==> src/rtl/agu_pkg.sv <==
package agu_pkg;

  typedef enum logic [1:0] {
    MOD_ZERO  = 2'd0,
    MOD_ONE   = 2'd1,
    MOD_INDEX = 2'd2,
    MOD_IMM   = 2'd3
  } mod_src_e;

  typedef struct packed {
    logic     pre;
    logic     upd;
    logic     sub;
    mod_src_e src;
  } agu_mode_t;

endpackage

==> src/rtl/agu_regfile.sv <==
module agu_regfile #(
  parameter int NREG  = 8,
  parameter int WIDTH = 16,
  localparam int SW   = $clog2(NREG)
) (
  input  logic             clk,
  input  logic             rst_n,
  input  logic             wb_en,
  input  logic [SW-1:0]    wb_sel,
  input  logic [WIDTH-1:0] wb_data,
  input  logic             ld_en,
  input  logic             ld_bank,
  input  logic [SW-1:0]    ld_sel,
  input  logic [WIDTH-1:0] ld_data,
  input  logic [SW-1:0]    rd_a_sel,
  input  logic [SW-1:0]    rd_x_sel,
  output logic [WIDTH-1:0] rd_a,
  output logic [WIDTH-1:0] rd_x
);

  logic [NREG-1:0][WIDTH-1:0] areg_q;
  logic [NREG-1:0][WIDTH-1:0] xreg_q;

  // named events for the checks below
  logic ld_abank;
  logic ld_xbank;
  logic wb_ld_collide;
  assign ld_abank      = ld_en && !ld_bank;
  assign ld_xbank      = ld_en &&  ld_bank;
  assign wb_ld_collide = ld_abank && wb_en && (ld_sel == wb_sel);

  for (genvar g = 0; g < NREG; g++) begin : g_entry
    always_ff @(posedge clk) begin
      if (!rst_n) begin
        areg_q[g] <= '0;
      end else if (ld_abank && ld_sel == SW'(g)) begin
        areg_q[g] <= ld_data;            // load outranks write-back
      end else if (wb_en && wb_sel == SW'(g)) begin
        areg_q[g] <= wb_data;
      end
    end

    always_ff @(posedge clk) begin
      if (!rst_n) begin
        xreg_q[g] <= '0;
      end else if (ld_xbank && ld_sel == SW'(g)) begin
        xreg_q[g] <= ld_data;
      end
    end
  end

  assign rd_a = areg_q[rd_a_sel];
  assign rd_x = xreg_q[rd_x_sel];

  a_r8_load_wins: assert property (@(posedge clk) disable iff (!rst_n)
    wb_ld_collide |=> areg_q[$past(ld_sel)] == $past(ld_data));

  a_r4_bank_quiet: assert property (@(posedge clk) disable iff (!rst_n)
    (!wb_en && !ld_abank) |=> $stable(areg_q));

  a_r8_index_quiet: assert property (@(posedge clk) disable iff (!rst_n)
    !ld_xbank |=> $stable(xreg_q));

endmodule

==> src/rtl/agu_ctrl.sv <==
module agu_ctrl
  import agu_pkg::*;
#(
  parameter int WIDTH = 16
) (
  input  logic             clk,
  input  logic             rst_n,
  input  logic             req_valid,
  input  agu_mode_t        mode,
  input  logic [WIDTH-1:0] base,
  input  logic [WIDTH-1:0] index_val,
  input  logic [WIDTH-1:0] imm,
  output logic             wb_en,
  output logic [WIDTH-1:0] wb_data,
  output logic             ready,
  output logic             ea_valid,
  output logic [WIDTH-1:0] ea
);

  // modifier selection
  function automatic logic [WIDTH-1:0] pick_modifier(
    input mod_src_e         src,
    input logic [WIDTH-1:0] xv,
    input logic [WIDTH-1:0] iv
  );
    case (src)
      MOD_ZERO:  return '0;
      MOD_ONE:   return WIDTH'(1);
      MOD_INDEX: return xv;
      default:   return iv;
    endcase
  endfunction

  // add or subtract, wrapping at the register width
  function automatic logic [WIDTH-1:0] step_addr(
    input logic [WIDTH-1:0] b,
    input logic [WIDTH-1:0] m,
    input logic             sub
  );
    return sub ? (b - m) : (b + m);
  endfunction

  logic             busy_q;
  logic [WIDTH-1:0] hold_q;
  logic             ea_valid_q;
  logic [WIDTH-1:0] ea_q;

  logic             accept;
  logic             accept_pre_upd;
  logic             accept_direct;
  logic [WIDTH-1:0] modifier;
  logic [WIDTH-1:0] modified;
  logic [WIDTH-1:0] direct_ea;

  assign accept         = req_valid && !busy_q;
  assign accept_pre_upd = accept && mode.pre && mode.upd;
  assign accept_direct  = accept && !(mode.pre && mode.upd);
  assign modifier       = pick_modifier(mode.src, index_val, imm);
  assign modified       = step_addr(base, modifier, mode.sub);
  assign direct_ea      = mode.pre ? modified : base;

  assign wb_en   = accept && mode.upd;
  assign wb_data = modified;

  always_ff @(posedge clk) begin
    if (!rst_n) begin
      busy_q     <= 1'b0;
      hold_q     <= '0;
      ea_valid_q <= 1'b0;
      ea_q       <= '0;
    end else begin
      ea_valid_q <= 1'b0;
      if (busy_q) begin
        ea_q       <= hold_q;
        ea_valid_q <= 1'b1;
        busy_q     <= 1'b0;
      end else if (accept_pre_upd) begin
        hold_q <= modified;
        busy_q <= 1'b1;
      end else if (accept_direct) begin
        ea_q       <= direct_ea;
        ea_valid_q <= 1'b1;
      end
    end
  end

  assign ready    = !busy_q;
  assign ea_valid = ea_valid_q;
  assign ea       = ea_q;

  a_r3_stall_slot: assert property (@(posedge clk) disable iff (!rst_n)
    accept_pre_upd |=> (!ready && !ea_valid));

  a_r3_late_result: assert property (@(posedge clk) disable iff (!rst_n)
    accept_pre_upd |=> ##1 (ea_valid && ea == $past(modified, 2)));

  a_r2_post_base: assert property (@(posedge clk) disable iff (!rst_n)
    (accept && !mode.pre) |=> (ea_valid && ea == $past(base)));

  a_r4_pre_offset: assert property (@(posedge clk) disable iff (!rst_n)
    (accept && mode.pre && !mode.upd) |=> (ea_valid && ea == $past(modified)));

  a_r9_no_wb_busy: assert property (@(posedge clk) disable iff (!rst_n)
    !ready |-> !wb_en);

  a_r10_single_pulse: assert property (@(posedge clk) disable iff (!rst_n)
    ea_valid |=> !ea_valid || $past(accept));

endmodule

==> src/rtl/dsp_agu.sv <==
module dsp_agu
  import agu_pkg::*;
#(
  parameter int NREG  = 8,
  parameter int WIDTH = 16,
  localparam int SW   = $clog2(NREG)
) (
  input  logic             clk,
  input  logic             rst_n,
  input  logic             req_valid,
  input  logic [SW-1:0]    req_asel,
  input  logic [SW-1:0]    req_xsel,
  input  logic             req_pre,
  input  logic             req_upd,
  input  logic             req_sub,
  input  logic [1:0]       req_src,
  input  logic [WIDTH-1:0] req_imm,
  input  logic             ld_en,
  input  logic             ld_bank,
  input  logic [SW-1:0]    ld_sel,
  input  logic [WIDTH-1:0] ld_data,
  output logic             agu_ready,
  output logic             ea_valid,
  output logic [WIDTH-1:0] ea
);

  agu_mode_t        mode;
  logic [WIDTH-1:0] base_val;
  logic [WIDTH-1:0] index_val;
  logic             wb_en;
  logic [WIDTH-1:0] wb_data;

  assign mode.pre = req_pre;
  assign mode.upd = req_upd;
  assign mode.sub = req_sub;
  assign mode.src = mod_src_e'(req_src);

  agu_regfile #(.NREG(NREG), .WIDTH(WIDTH)) u_regs (
    .clk      (clk),
    .rst_n    (rst_n),
    .wb_en    (wb_en),
    .wb_sel   (req_asel),
    .wb_data  (wb_data),
    .ld_en    (ld_en),
    .ld_bank  (ld_bank),
    .ld_sel   (ld_sel),
    .ld_data  (ld_data),
    .rd_a_sel (req_asel),
    .rd_x_sel (req_xsel),
    .rd_a     (base_val),
    .rd_x     (index_val)
  );

  agu_ctrl #(.WIDTH(WIDTH)) u_ctrl (
    .clk       (clk),
    .rst_n     (rst_n),
    .req_valid (req_valid),
    .mode      (mode),
    .base      (base_val),
    .index_val (index_val),
    .imm       (req_imm),
    .wb_en     (wb_en),
    .wb_data   (wb_data),
    .ready     (agu_ready),
    .ea_valid  (ea_valid),
    .ea        (ea)
  );

  a_r1_reset_idle: assert property (@(posedge clk)
    !rst_n |=> (!ea_valid && agu_ready));

endmodule

==> config.mk <==
export PLATFORM = sky130hd
export DESIGN_NAME = dsp_agu
export DESIGN_NICKNAME = d
export VERILOG_FILES = /design/src/rtl/agu_pkg.sv /design/src/rtl/agu_regfile.sv /design/src/rtl/agu_ctrl.sv /design/src/rtl/dsp_agu.sv
export SDC_FILE = /design/constraint.sdc
export NUM_CORES = 1
export LEC_CHECK = 0
export BUFFER_PORTS_ARGS = -buffer_cell sky130_fd_sc_hd__buf_4
export CAP_MARGIN = 30
export CORE_MARGIN = 5
export CORE_UTILIZATION = 50
export DETAILED_ROUTE_END_ITERATION = 6
export GPL_TIMING_DRIVEN = 0
export PLACE_DENSITY = 0.7
export SYNTH_ARGS = -nofsm -noshare
export SYNTH_HDL_FRONTEND = slang
export SYNTH_SLANG_ARGS = --single-unit
==> constraint.sdc <==
create_clock -name clk -period 5.3 [get_ports clk]
set_clock_uncertainty 0.2 [all_clocks]
set_input_delay 0.265 -clock clk [delete_from_list [all_inputs] [get_ports clk]]
set_output_delay 0.265 -clock clk [all_outputs]
set_load 0.1 [all_outputs]
Word level (Yosys, flattened, before mapping)
Cells that the tools add are included. Widths: inputs -> output; s select.

Register bits: 290. Bits of input ports: 51. Output and inout port bits: 18. Logic and storage cells: 123.

Add/subtract/negate cells: 2. Order comparisons: 2. Eq/ne operators: 17. Mux-type cells: 30. Bitwise logic cells: 2. Reduce and logical (&&, ||, !) cells: 50.

Operators by type and width (count): $mux 16 (23); $bmux 16 s3 (2); $pmux 16 s3 (1); $logic_and 1x1->1 (32); $eq 3x3->1 const B (8); $reduce_bool 2->1 (9); $add 16x16->16 (1); $sub 16x16->16 (1); $eq 3x2->1 const B (4); $lt 3x4->1 const B (2); $eq 3x1->1 const B (2); $logic_not 3->1 (2); $mux 1 (4); $reduce_and 2->1 (2); $logic_not 1->1 (3); $eq 2x1->1 const B (1); $eq 2x2->1 const B (1); $logic_not 2->1 (1); $ne 2x1->1 const B (1); $not 1->1 (2); $reduce_or 2->1 (1).

Logic depth before layout (Yosys ltp)
Gate-level depths: netlist (run 1).

Depth after elaboration: 9. Mapped depth: 22. Mapped depth without buffers: 19.

Modules after synthesis
Synthesis (run 1) repeated with hierarchy kept, for this count alone.

Cell total of the unflattened synthesis: 1869. Area, all modules: 16150.5 µm².

Modules (own cells, without submodules): agu_regfile (instances 1, cells an instance 1509, area an instance 13381.6 µm², sequential area each 5124.9 µm²); agu_ctrl (instances 1, cells an instance 360, area an instance 2768.9 µm², sequential area each 680.7 µm²).

Least setup slack after synthesis (run 1)
No wires, ideal clock.

Kind: input to register. Start: input port req_asel[1]. End: register u_regs.areg_q[110] in the netlist's numbering. Setup time: 0.101 ns. Arrival time: 5.248 ns. Data required time: 4.999 ns. Path slack: -0.249 ns. Stages: 19. Buffers on the path: 5. Cells stage by stage: clkbuf_1 > buf_1 > clkbuf_1 > buf_1 > mux4_2 > mux2i_1 > ha_1 > inv_1 > fa_1 > a21o_1 > a21oi_1 > o21bai_1 > a21oi_1 > o21bai_1 > a2111oi_1 > or2_2 > clkbuf_1 > xor2_1 > o41ai_1.

Word-level cells in the longest chain between the ends: 6. Elaborated cells on any way between the ends: 10. Those cells by class: add/sub (2); eq/ne (1); mux (5); reduce/logical (2).

Ends and longest elaborated chain: start: declaration (line dsp_agu.sv:11) `input logic [SW-1:0] req_asel,`; $bmux 16 s3 (line agu_regfile.sv:52) `assign rd_a = areg_q[rd_a_sel];`; $mux 16 (implied by the code) (line agu_regfile.sv:52); $add 16x16->16 / $sub 16x16->16 (equally long branches) (line agu_ctrl.sv:40) `return sub ? (b - m) : (b + m);`; $mux 16 (line agu_ctrl.sv:40); $mux 16 (line agu_regfile.sv:38) `end else if (wb_en && wb_sel == SW'(g)) begin`; $mux 16 (line agu_regfile.sv:36) `end else if (ld_abank && ld_sel == SW'(g)) begin`; end signal: indexed assignment (line agu_regfile.sv:37) `areg_q[g] <= ld_data;`; end signal: indexed assignment (line agu_regfile.sv:39) `areg_q[g] <= wb_data;`; end: declaration (line agu_regfile.sv:21) `logic [NREG-1:0][WIDTH-1:0] areg_q;`.

Several ways; a longest one is shown, not always the timed one. The select of a mux whose other input is x is not followed. A chain may end at the register's enable or synchronous reset.

Final worst setup path (run 1)
Ends and elaborated chain as after synthesis.

==> results of run 1 <==
power breakdown:
part | internal [W] | switching (W)
clock network | 0.00166 | 0.000937
logic | 0.000319 | 0.000677
registers | 0.00224 | 0.0000357
total | 0.00422 | 0.00165
synthesized netlist by cell type (9+ instances only):
cell        n
o22ai_1    11
dfxtp_1   290
nand2b_1   13
mux4_2     51
xor2_1     10
mux4_1     10
a211oi_1   59
clkbuf_1  124
mux2_2     27
o21ai_0    45
inv_1      18
nand3_1    22
a21oi_1   223
nor2_1    136
xnor2_1    15
a31oi_1    19
mux2i_1    52
nor3_1     23
nand2_1   430
ha_1       16
o211ai_1   27
buf_1      11
o41ai_1     9
metrics by stage:
step	setup TNS [ps]	util (%)	cells	hold WS [ps]
2_1_floorplan	0	-	1783	228
3_3_place_gp	-95590	53.5	2223	238
3_5_place_dp	-69230	53.9	2238	244
4_1_cts	0	58.8	2315	29.8
5_1_grt	0	58.8	2314	83.4
6_report	0	58.8	2314	49.2
cell usage in the layout, fill, tap and decap left out, types with 5 or more instances in the layout:
cell           count
a211oi_1          59
a21oi_1          223
a221oi_1           5
a222oi_1           7
a31oi_1           19
and2_1             6
and3_1             6
buf_1              8
buf_2              8
buf_4             69
buf_6              8
bufinv_16         11
clkbuf_1         124
clkbuf_16         31
clkbuf_4           5
dfxtp_1          290
dlygate4sd3_1     20
ha_1              16
inv_1             18
mux2_2            27
mux2i_1           52
mux4_1            10
mux4_2            51
nand2_1          430
nand2b_1          13
nand3_1           22
nor2_1           136
nor2b_1            8
nor3_1            23
nor4_1             6
o211a_1            8
o211ai_1          27
o21ai_0           45
o221ai_1           5
o22ai_1           11
o41ai_1            9
or2_2              5
xnor2_1           15
xor2_1             9
worst max path at each step:
stage / startpoint / end / cells past startpoint / slack [ps]
final: req_asel[1] / u_regs.areg_q[110] / 18 / 240
after global routing: u_regs.xreg_q[20] / u_regs.areg_q[95] / 16 / 10
after CTS: req_asel[1] / u_regs.areg_q[110] / 19 / 20
after detailed placement: req_asel[1] / u_regs.areg_q[110] / 19 / -1920
after global placement: req_asel[1] / u_ctrl.ea[14] / 19 / -1850
after floorplan: req_asel[0] / u_regs.areg_q[110] / 19 / 50
cells by family (layout without fill, tap and decap cells):
family                     count (synthesis)  in the layout  share of synthesized area, %
muxes                                    140            140                          15.0
and+or+nand+nor                          671            671                          18.5
buffers and inverters                    176            317                          5.09
DFF                                      290            290                          38.8
AOI/OAI and AO/OA                        462            462                          19.5
xor gates and xnor gates                  27             27                          1.73
adders and majority gates                 17             17                          1.47
final cells by class:
class,instances,area (um^2),area share [%]
Timing Repair Buffer,86,688,3.96
Clock buffer,40,850,4.89
Tap cell,390,488,2.81
Clock inverter,16,358,2.06
Sequential cell,290,5810,33.4
Multi-Input combinational cell,1317,8410,48.4
Buffer,155,698,4.02
Inverter,20,75.1,0.432
registers in the layout, summed over array words and instances, names as in the netlist:
name	flops
u_ctrl.hold_q	16
u_regs.xreg_q	128
u_ctrl.ea_valid	1
u_regs.areg_q	128
u_ctrl.ea	16
u_ctrl.busy_q	1
routing by layer:
metal | vias up | GRT usage (%) | part of all wire, % | routed length (um)
met3 | 131 | 7.68 | 13 | 7010
met2 | 1009 | 47.3 | 43 | 23700
met4 | 4 | 13.9 | 4.4 | 2420
li1 | 6563 | - | - | -
met1 | 6987 | 44.1 | 40 | 22000
met5 | - | 0 | 0.062 | 34
critical path: stages:
cell,delay [ps]
clkbuf_2,240
buf_4,310
clkbuf_4,330
buf_2,320
mux4_2,410
mux2i_1,330
ha_1,240
inv_1,80
fa_1,480
a21o_1,180
a21oi_1,250
o21bai_1,100
a21oi_1,230
o21bai_1,190
a2111oi_4,470
or2_2,310
xor2_2,180
o41ai_1,380
what timing repair did:
| action | CTS | global route |
|---|---|---|
| endpoints found under the setup margin | 56 | 5 |
| pin swaps | 1 | 0 |
| resized for setup | 13 | 2 |
| hold buffers | 20 | 0 |
| gates cloned | 0 | 0 |
| buffers inserted | 1 | 0 |
| endpoints found under the hold margin | 101 | 0 |
==> impl_metrics.toml, run 1 <==
[placement]
place_area_mm2 = 0.0159
hpwl_um = 39300
io_buffers = 50
gp_congestion = 0.999
pre_cts_ws_ps = -1920

[setup_path]
cp_max_fo = 10
criticalPathCategory = "primary input to register"
worst_r2r_path_depth = 16
r2r-end = "u_regs.areg_q[95]"
startpoint_type = "primary input"
reg2reg_from = "u_regs.xreg_q[20]"
end_kind = "register"
cp.arrival_ps = 5320
required_ps = 5560
rrSetupSlack_ps = 290

[clock_network]
clk_latency_ps = 570
cts_buffers = 30
cts_root_buf = "clkbuf_16"
clk_path_buf_depth = 3
cts_max_level = 1
cts_tree = "done"
clkSinkCount = 290
cts.clk_slew.worst_paths_ps = 70

[route]
dr.pass1.iters = 7
drc = 4
vias = 14700
totalWireLength_um = 55100
wl_per_cell_um = 23.8
antenna_left = 0
drt_iter0_drc = 2012
vias_per_cell = 6.35

[timing]
max_slew_margin_pct = 29.8
finalWorstSetupSlack_ps = 239
hold_viol = 0
worstMarginPinSlew_ps = 1050
rsz0062_at_grt = "no"
final_max_slew_viol_count = 0
min_period_ps = 5060
period_share_pct = 95.5
clock.fmax_mhz = 198
setup-violations-final = 0

[run_status]
outcome = "complete, but fails checks"
violations = "design-rule violations"

[run]
maxCapViolations = 0

[global_routing]
antenna_found_initial = 2
grt_pass1_vias = 13700
overflow = 0
grt_pass1_wl_um = 82000
grt_max_degree = 15
grt_util_all_layers_pct = 31.7

[worst_hold_path]
hold_path_end = "u_ctrl.ea[14]"
holdPathStages = 4
min_from = "req_valid"
hp-class = "primary input to register"

[floorplanning]
dieArea_mm2 = 0.0335
start_util_pct = 50.6
die_y_um = 183
placementRows = 63
ios = 69
core_area_mm2 = 0.0296
die_w_um = 183

[synthesis]
async_flop_share_pct = 0
synth_edf_count = 0
synth_ff_type = "dfxtp_1"
synth.distinct_cells = 75
ys_seq_area_share_pct = 38.8
yosysWarnings = 0
synth_fp_nets = 1851
synth_area_mm2 = 0.0149
synthTopCellsByArea = "dfxtp_1 (39%), nand2_1 (11%), mux4_2 (7.7%)"
synth-seq-cells = 290
synth.avg_cell_area_um2 = 8.38
synthCells = 1783
synth_top_area_share_pct = 38.8
synth_top_area_cell = "dfxtp_1"

[pwr]
powerDensity_mw_per_mm2 = 338
vdd_ir_drop_max_mv = 0.235
p_total_w = 0.00587
power.leakage_nw = 6.16

[cells_and_area]
n_antenna_cell = 0
layout.nets = 1968
post_route_cells_drive_above_1_share_pct = 12.8
final_area_mm2 = 0.0174
syn2layout_area_growth_pct = 16.2
fillers = 2645
Power figures use the tool's default switching activity.
==> run 2, diff against run 1 <==
- CORE_MARGIN: 5 -> unset
- CORE_UTILIZATION: 50 -> 30
- CTS_BUF_LIST: unset -> sky130_fd_sc_hd__clkbuf_8
- PLACE_DENSITY: 0.7 -> unset
==> run 2 against run 1 <==
The run now ends clean. Die area is 52% higher. Routed wire length is 7.8% higher. Global-route usage is 8.6 points lower. Critical path depth is 2 lower. Via count is 0.39% lower. Fmax is 1.1% higher. Power is 6.9% lower. Cell area is 1.4% higher. Utilization is 23 points lower. Non-clock buffer count is 4 higher. First-iteration DRC count is 13% lower. Critical endpoint is now u_regs.areg_q[94]. Largest power group is now sequential cells.
==> impl_metrics.toml, run 2 (synthesized netlist as in run 1, its figures left out) <==
[pwr]
vdd_ir_drop_max_mv = 0.176
power.leakage_nw = 6.18
powerDensity_mw_per_mm2 = 310

[global_routing]
antenna_found_initial = 2
grt_util_all_layers_pct = 23.1
grt_max_degree = 13
grt_pass1_wl_um = 87900
grt_pass1_vias = 14000
overflow = 0

[cells_and_area]
layout.nets = 1990
final_cell_mix = "nand2_1 (430), dfxtp_1 (290), a21oi_1 (223)"
syn2layout_area_growth_pct = 17.9
mostFrequentLayoutCell = "nand2_1"
post_route_cells_drive_above_1_share_pct = 14.2
fillers = 5078
top_regs = "u_regs.areg_q x128, u_regs.xreg_q x128"

[setup_path]
required_ps = 5580
end_kind = "register"
slowest_delay_ps = 560
r2r-end = "u_regs.areg_q[94]"
startpoint_type = "register"
reg2reg_from = "u_regs.xreg_q[20]"
rrSetupSlack_ps = 290
crit_path_top_delay_cell = "mux4_1"
cp.arrival_ps = 5280
path_common_cell = "a21oi_1"
worst_r2r_path_depth = 16
crit_chain = "mux4_1 -> o22ai_1 -> a211o_1 -> and3_2 -> nand2_1 -> nor2_1 -> a21oi_1 -> xnor2_1 -> ha_1 -> a21o_1 -> a21oi_1 -> o21ai_0 -> a2111oi_4 -> or2_2 -> xor2_2 -> o41ai_1"
cp_max_fo = 6
criticalPathCategory = "register to register"

[worst_hold_path]
hp-class = "primary input to register"
holdPathStages = 5
hold_path_end = "u_regs.xreg_q[48]"
min_from = "ld_bank"

[floorplanning]
ios = 69
die_y_um = 225
dieArea_mm2 = 0.0507
placementRows = 81
start_util_pct = 30.5
core_area_mm2 = 0.0491
die_w_um = 225

[timing]
period_share_pct = 94.4
finalWorstSetupSlack_ps = 295
final_max_slew_viol_count = 0
max_slew_margin_pct = 32.7
min_period_ps = 5010
hold_viol = 0
rsz0062_at_grt = "no"
setup-violations-final = 0
clock.fmax_mhz = 200
worstMarginPinSlew_ps = 1010
fin_setup_tns_ps = 0

[route]
drc = 0
totalWireLength_um = 59400
drt_iter0_drc = 1744
antenna_left = 0
dr.pass1.iters = 6
wl_per_cell_um = 22.6
vias = 14600
vias_per_cell = 5.57

[clock_network]
cts.clk_slew.worst_paths_ps = 70
cts_max_level = 2
cts_buffers = 48
clkSinkCount = 290
clk_latency_ps = 620
clk_path_buf_depth = 3
cts_root_buf = "clkbuf_8"
cts_tree = "done"

[run]
maxCapViolations = 0

[placement]
pre_cts_ws_ps = -2000
hpwl_um = 42600
io_buffers = 50
gp_congestion = 0.983

[run_status]
outcome = "finished clean"
-- run 2: changes by cell type in the layout (fill, tap and decap cells not counted), moves of 4 or more --
cell	before	now
clkinv_2	4	8
clkbuf_1	124	119
inv_1	18	30
bufinv_16	11	2
clkbuf_16	31	0
clkbuf_8	4	65
-- run 2: how the worst max path moves through the flow --
stage / from / endpoint
2_1_floorplan: req_asel[0] / u_regs.areg_q[110]
3_3_place_gp: req_asel[1] / u_regs.areg_q[110]
3_5_place_dp: req_asel[1] / u_regs.areg_q[94]
4_1_cts: req_asel[0] / u_regs.areg_q[126]
5_1_grt: u_regs.xreg_q[20] / u_ctrl.ea[13]
6_report: u_regs.xreg_q[20] / u_regs.areg_q[94]
-- run 2: cell type report --
type                       count  area (um^2)  area share (%)
clock inverter                24          160           0.909
buffer                       155          698            3.96
inverter                      20         75.1           0.426
multi-input combinational   1317         8430            47.9
tap                          664          831            4.72
antenna                        1         2.50          0.0142
clock buffer                  65          895            5.08
sequential                   290         5810            32.9
timing repair buffer          90          721            4.09
-- run 2: power breakdown --
part | leakage (nW) | switching [W] | internal [W]
Combinational | 3.24 | 0.000690 | 0.000322
Sequential | 2.35 | 0.0000356 | 0.00225
Clock | 0.591 | 0.000982 | 0.00119
-- run 2: critical path, delay by kind of cell (launching register included) --
family	cells	cell delay [ps]
flip-flops	1	310
XOR/XNOR	2	440
AND/OR/NAND/NOR	4	830
AO/OA/AOI/OAI	8	2230
multiplexers	1	560
adder cells (fa/ha/maj)	1	320
-- run 2: per-stage QoR --
step	utilization [%]	power, W	cells	instance area, um^2	hold WS, ps
5_1_grt	35.9	0.00562	2626	17600	85.7
4_1_cts	35.9	0.00545	2626	17600	5.25
3_5_place_dp	33.2	0.00329	2514	16300	244
2_1_floorplan	-	0.00291	1783	15000	228
6_report	35.9	0.00547	2626	17600	46.9
3_3_place_gp	32.9	0.00324	2497	16200	238
-- run 2: timing repair --
item / CTS / global route
hold endpoints to repair: 102 / 0
endpoints found under the setup margin: 51 / 15
hold buffers: 22 / 0
pin swaps: 1 / 0
buffers inserted: 1 / 0
resized for setup: 15 / 3
-- run 2: per-layer routing --
metal / vias to the layer above / GRT usage, % / part of all wire, %
li1: 6619 / - / -
met1: 7052 / 30.5 / 41
met2: 806 / 35.6 / 44
met3: 157 / 4.03 / 9.5
met4: 2 / 12.9 / 5.3
met5: - / 0 / 0.025
==> run 3, diff against run 2 <==
- ABC_AREA: unset -> 1
==> run 3 against run 2 <==
Clock power is 2% higher. Utilization is 0.19 points lower. Worst hold slack worse by 1.5 ps. Fmax increased by 1.2%. Setup slack improved by 61 ps. First-iteration DRC count is 0.52% lower. Via count increased by 9.9%. Global-route usage up 0.79 points. Sequential power about the same. Highest routed layer unchanged.
==> impl_metrics.toml, run 3 <==
[run_status]
outcome = "finished clean"

[route]
vias = 16100
wl_per_cell_um = 20.7
drc = 0
totalWireLength_um = 60600
vias_per_cell = 5.49
antenna_left = 0
dr.pass1.iters = 7
drt_iter0_drc = 1735

[setup_path]
crit_path_top_delay_cell = "a41oi_1"
worstSetupPathDepth = 21
r2r-end = "u_ctrl.hold_q[11]"
criticalPathCategory = "primary input to register"
path_buf_inv = 5
critPathLaunch = "req_asel[1]"
path_common_cell = "nand2_1"
crit_chain = "buf_4 -> inv_1 -> nor2_2 -> clkbuf_1 -> a22oi_1 -> a41oi_1 -> ha_1 -> nand3_1 -> nand2_1 -> nand2_1 -> nand2_1 -> a21oi_1 -> o21ai_0 -> nand2_1 -> nand2_1 -> nand2_1 -> nand3b_1 -> nand2_1 -> clkinv_1 -> o21ai_0 -> inv_1"
end_kind = "register"
reg2reg_from = "u_regs.xreg_q[1]"
cp_max_fo = 10
worst_r2r_path_depth = 24
cp.arrival_ps = 5250
required_ps = 5600
rrSetupSlack_ps = 670
critPathTopFamily = "compound AO/OA/AOI/OAI gates"
endpoint = "u_ctrl.hold_q[11]"
slowest_delay_ps = 760
startpoint_type = "primary input"

[synthesis]
synth_top_family_by_area = "compound AO/OA/AOI/OAI gates"
synth_fp_nets = 2204
muxShareOfSynthArea_pct = 0
synth_ff_type = "dfxtp_1"
ys_seq_area_share_pct = 40.1
synth.distinct_cells = 40
synth.avg_cell_area_um2 = 6.77
yosysWarnings = 0
synth-simple-area-share_pct = 22.3
synth-compound-area-share_pct = 24.6
synth_edf_count = 0
async_flop_share_pct = 0
synth_top_area_share_pct = 40.1
synth_xor_area_share_pct = 1.33
synth_area_mm2 = 0.0145
ys_top_cells_by_count = "nand2_1 (557), dfxtp_1 (290), inv_1 (220)"
synth_top_area_cell = "dfxtp_1"
yosysMostFrequentCell = "nand2_1"
synth-adder-area-share_pct = 1.52
synthTopCellsByArea = "dfxtp_1 (40%), nand2_1 (14%), o21ai_0 (7.2%)"
synth-seq-cells = 290
synthCells = 2136

[run]
maxCapViolations = 0

[timing]
period_share_pct = 93.3
max_slew_margin_pct = 31.2
rsz0062_at_grt = "no"
finalWorstSetupSlack_ps = 355
hold_viol = 0
clock.fmax_mhz = 202
min_period_ps = 4940
final_max_slew_viol_count = 0
setup-violations-final = 0
worstMarginPinSlew_ps = 1020
fin_setup_tns_ps = 0

[global_routing]
overflow = 0
grt_pass1_vias = 15100
antenna_found_initial = 3
grt_pass1_wl_um = 90300
grt_util_all_layers_pct = 23.9
busiest_layer = "met2"
use_met2_pct = 37.1
use_met3_pct = 5.00
grt_max_degree = 13
met1_usage_pct = 31.6

[pwr]
vdd_ir_drop_max_mv = 0.151
powerDensity_mw_per_mm2 = 327
power.leakage_nw = 6.56
p_total_w = 0.00557

[cells_and_area]
post_route_cells_drive_above_1_share_pct = 8.21
final_cell_mix = "nand2_1 (557), dfxtp_1 (290), inv_1 (235)"
mostFrequentLayoutCell = "nand2_1"
syn2layout_area_growth_pct = 17.7
layout.nets = 2342
final_area_mm2 = 0.0170
post-route-util_pct = 35.7
top_regs = "u_regs.areg_q x128, u_regs.xreg_q x128"
fillers = 5082

[placement]
place_area_mm2 = 0.0158
hpwl_um = 45100
pre_cts_ws_ps = -373
io_buffers = 62
gp_congestion = 0.993

[floorplanning]
start_util_pct = 30.4
placementRows = 80
die_w_um = 222
dieArea_mm2 = 0.0491
die_y_um = 222
ios = 69
core_area_mm2 = 0.0476

[worst_hold_path]
holdPathStages = 5
hp-class = "primary input to register"

[clock_network]
clk_path_buf_depth = 3
cts.clk_slew.worst_paths_ps = 60
cts_max_level = 2
cts_root_buf = "clkbuf_8"
cts_tree = "done"
clkSinkCount = 290
cts_setup_buffers = 0
clk_latency_ps = 610
cts_buffers = 49
run 3: worst min path at each step:
stage | slack [ps] | start | to
6_report | 50 | ld_sel[1] | u_regs.areg_q[96]
3_3_place_gp | 240 | u_regs.xreg_q[10] | u_regs.xreg_q[10]
2_1_floorplan | 220 | u_regs.xreg_q[0] | u_regs.xreg_q[0]
5_1_grt | 90 | ld_sel[1] | u_regs.areg_q[97]
4_1_cts | 20 | ld_sel[1] | u_regs.areg_q[96]
3_5_place_dp | 240 | u_regs.xreg_q[5] | u_regs.xreg_q[5]
run 3: final cells by class:
class | instances | area (um^2) | area share, %
diodes | 2 | 5.00 | 0.0294
repair buffers | 87 | 699 | 4.11
well taps | 615 | 769 | 4.52
clock inverters | 23 | 153 | 0.897
inverters | 230 | 867 | 5.09
multi-input cells | 1476 | 7200 | 42.3
clock buffers | 67 | 922 | 5.42
plain buffers | 140 | 599 | 3.52
flip-flops and latches | 290 | 5810 | 34.1
run 3: per-stage QoR:
| stage | hold WS (ps) | instances |
|---|---|---|
| after CTS | 21.6 | 2928 |
| after global routing | 86.6 | 2928 |
| after floorplan | 224 | 2136 |
| final | 45.3 | 2930 |
| after global placement | 237 | 2813 |
| after detailed placement | 240 | 2821 |
run 3: power by group:
| group | internal (W) | switching [W] |
|---|---|---|
| clock | 0.00122 | 0.000986 |
| sequential | 0.00225 | 0.0000341 |
| combinational | 0.000281 | 0.000797 |
run 3: timing repair:
| item | CTS | global route |
|---|---|---|
| gates resized for setup | 0 | 8 |
| hold buffers | 17 | 0 |
| endpoints found under the hold margin | 76 | 0 |
| setup endpoints to repair | 0 | 12 |
run 3: per-layer routing:
metal | vias to the layer above | share of wire, % | routed length, um
li1 | 7410 | - | -
met1 | 7620 | 42 | 25300
met2 | 871 | 43 | 26300
met3 | 189 | 10 | 6200
met4 | 2 | 4.6 | 2810
met5 | - | 0.021 | 13
run 3: cell families after synthesis:
kind of cell               after synthesis
adders and majority gates               17
xor gates and xnor gates                22
DFF                                    290
AOI/OAI and AO/OA                      627
buffers and inverters                  370
and+or+nand+nor                        810
run 3: worst min-delay path: cells and delay by family:
kind / cells / cell delay, ps
simple gates: 3 / 330
buf+inv: 1 / 130
compound gates: 1 / 80
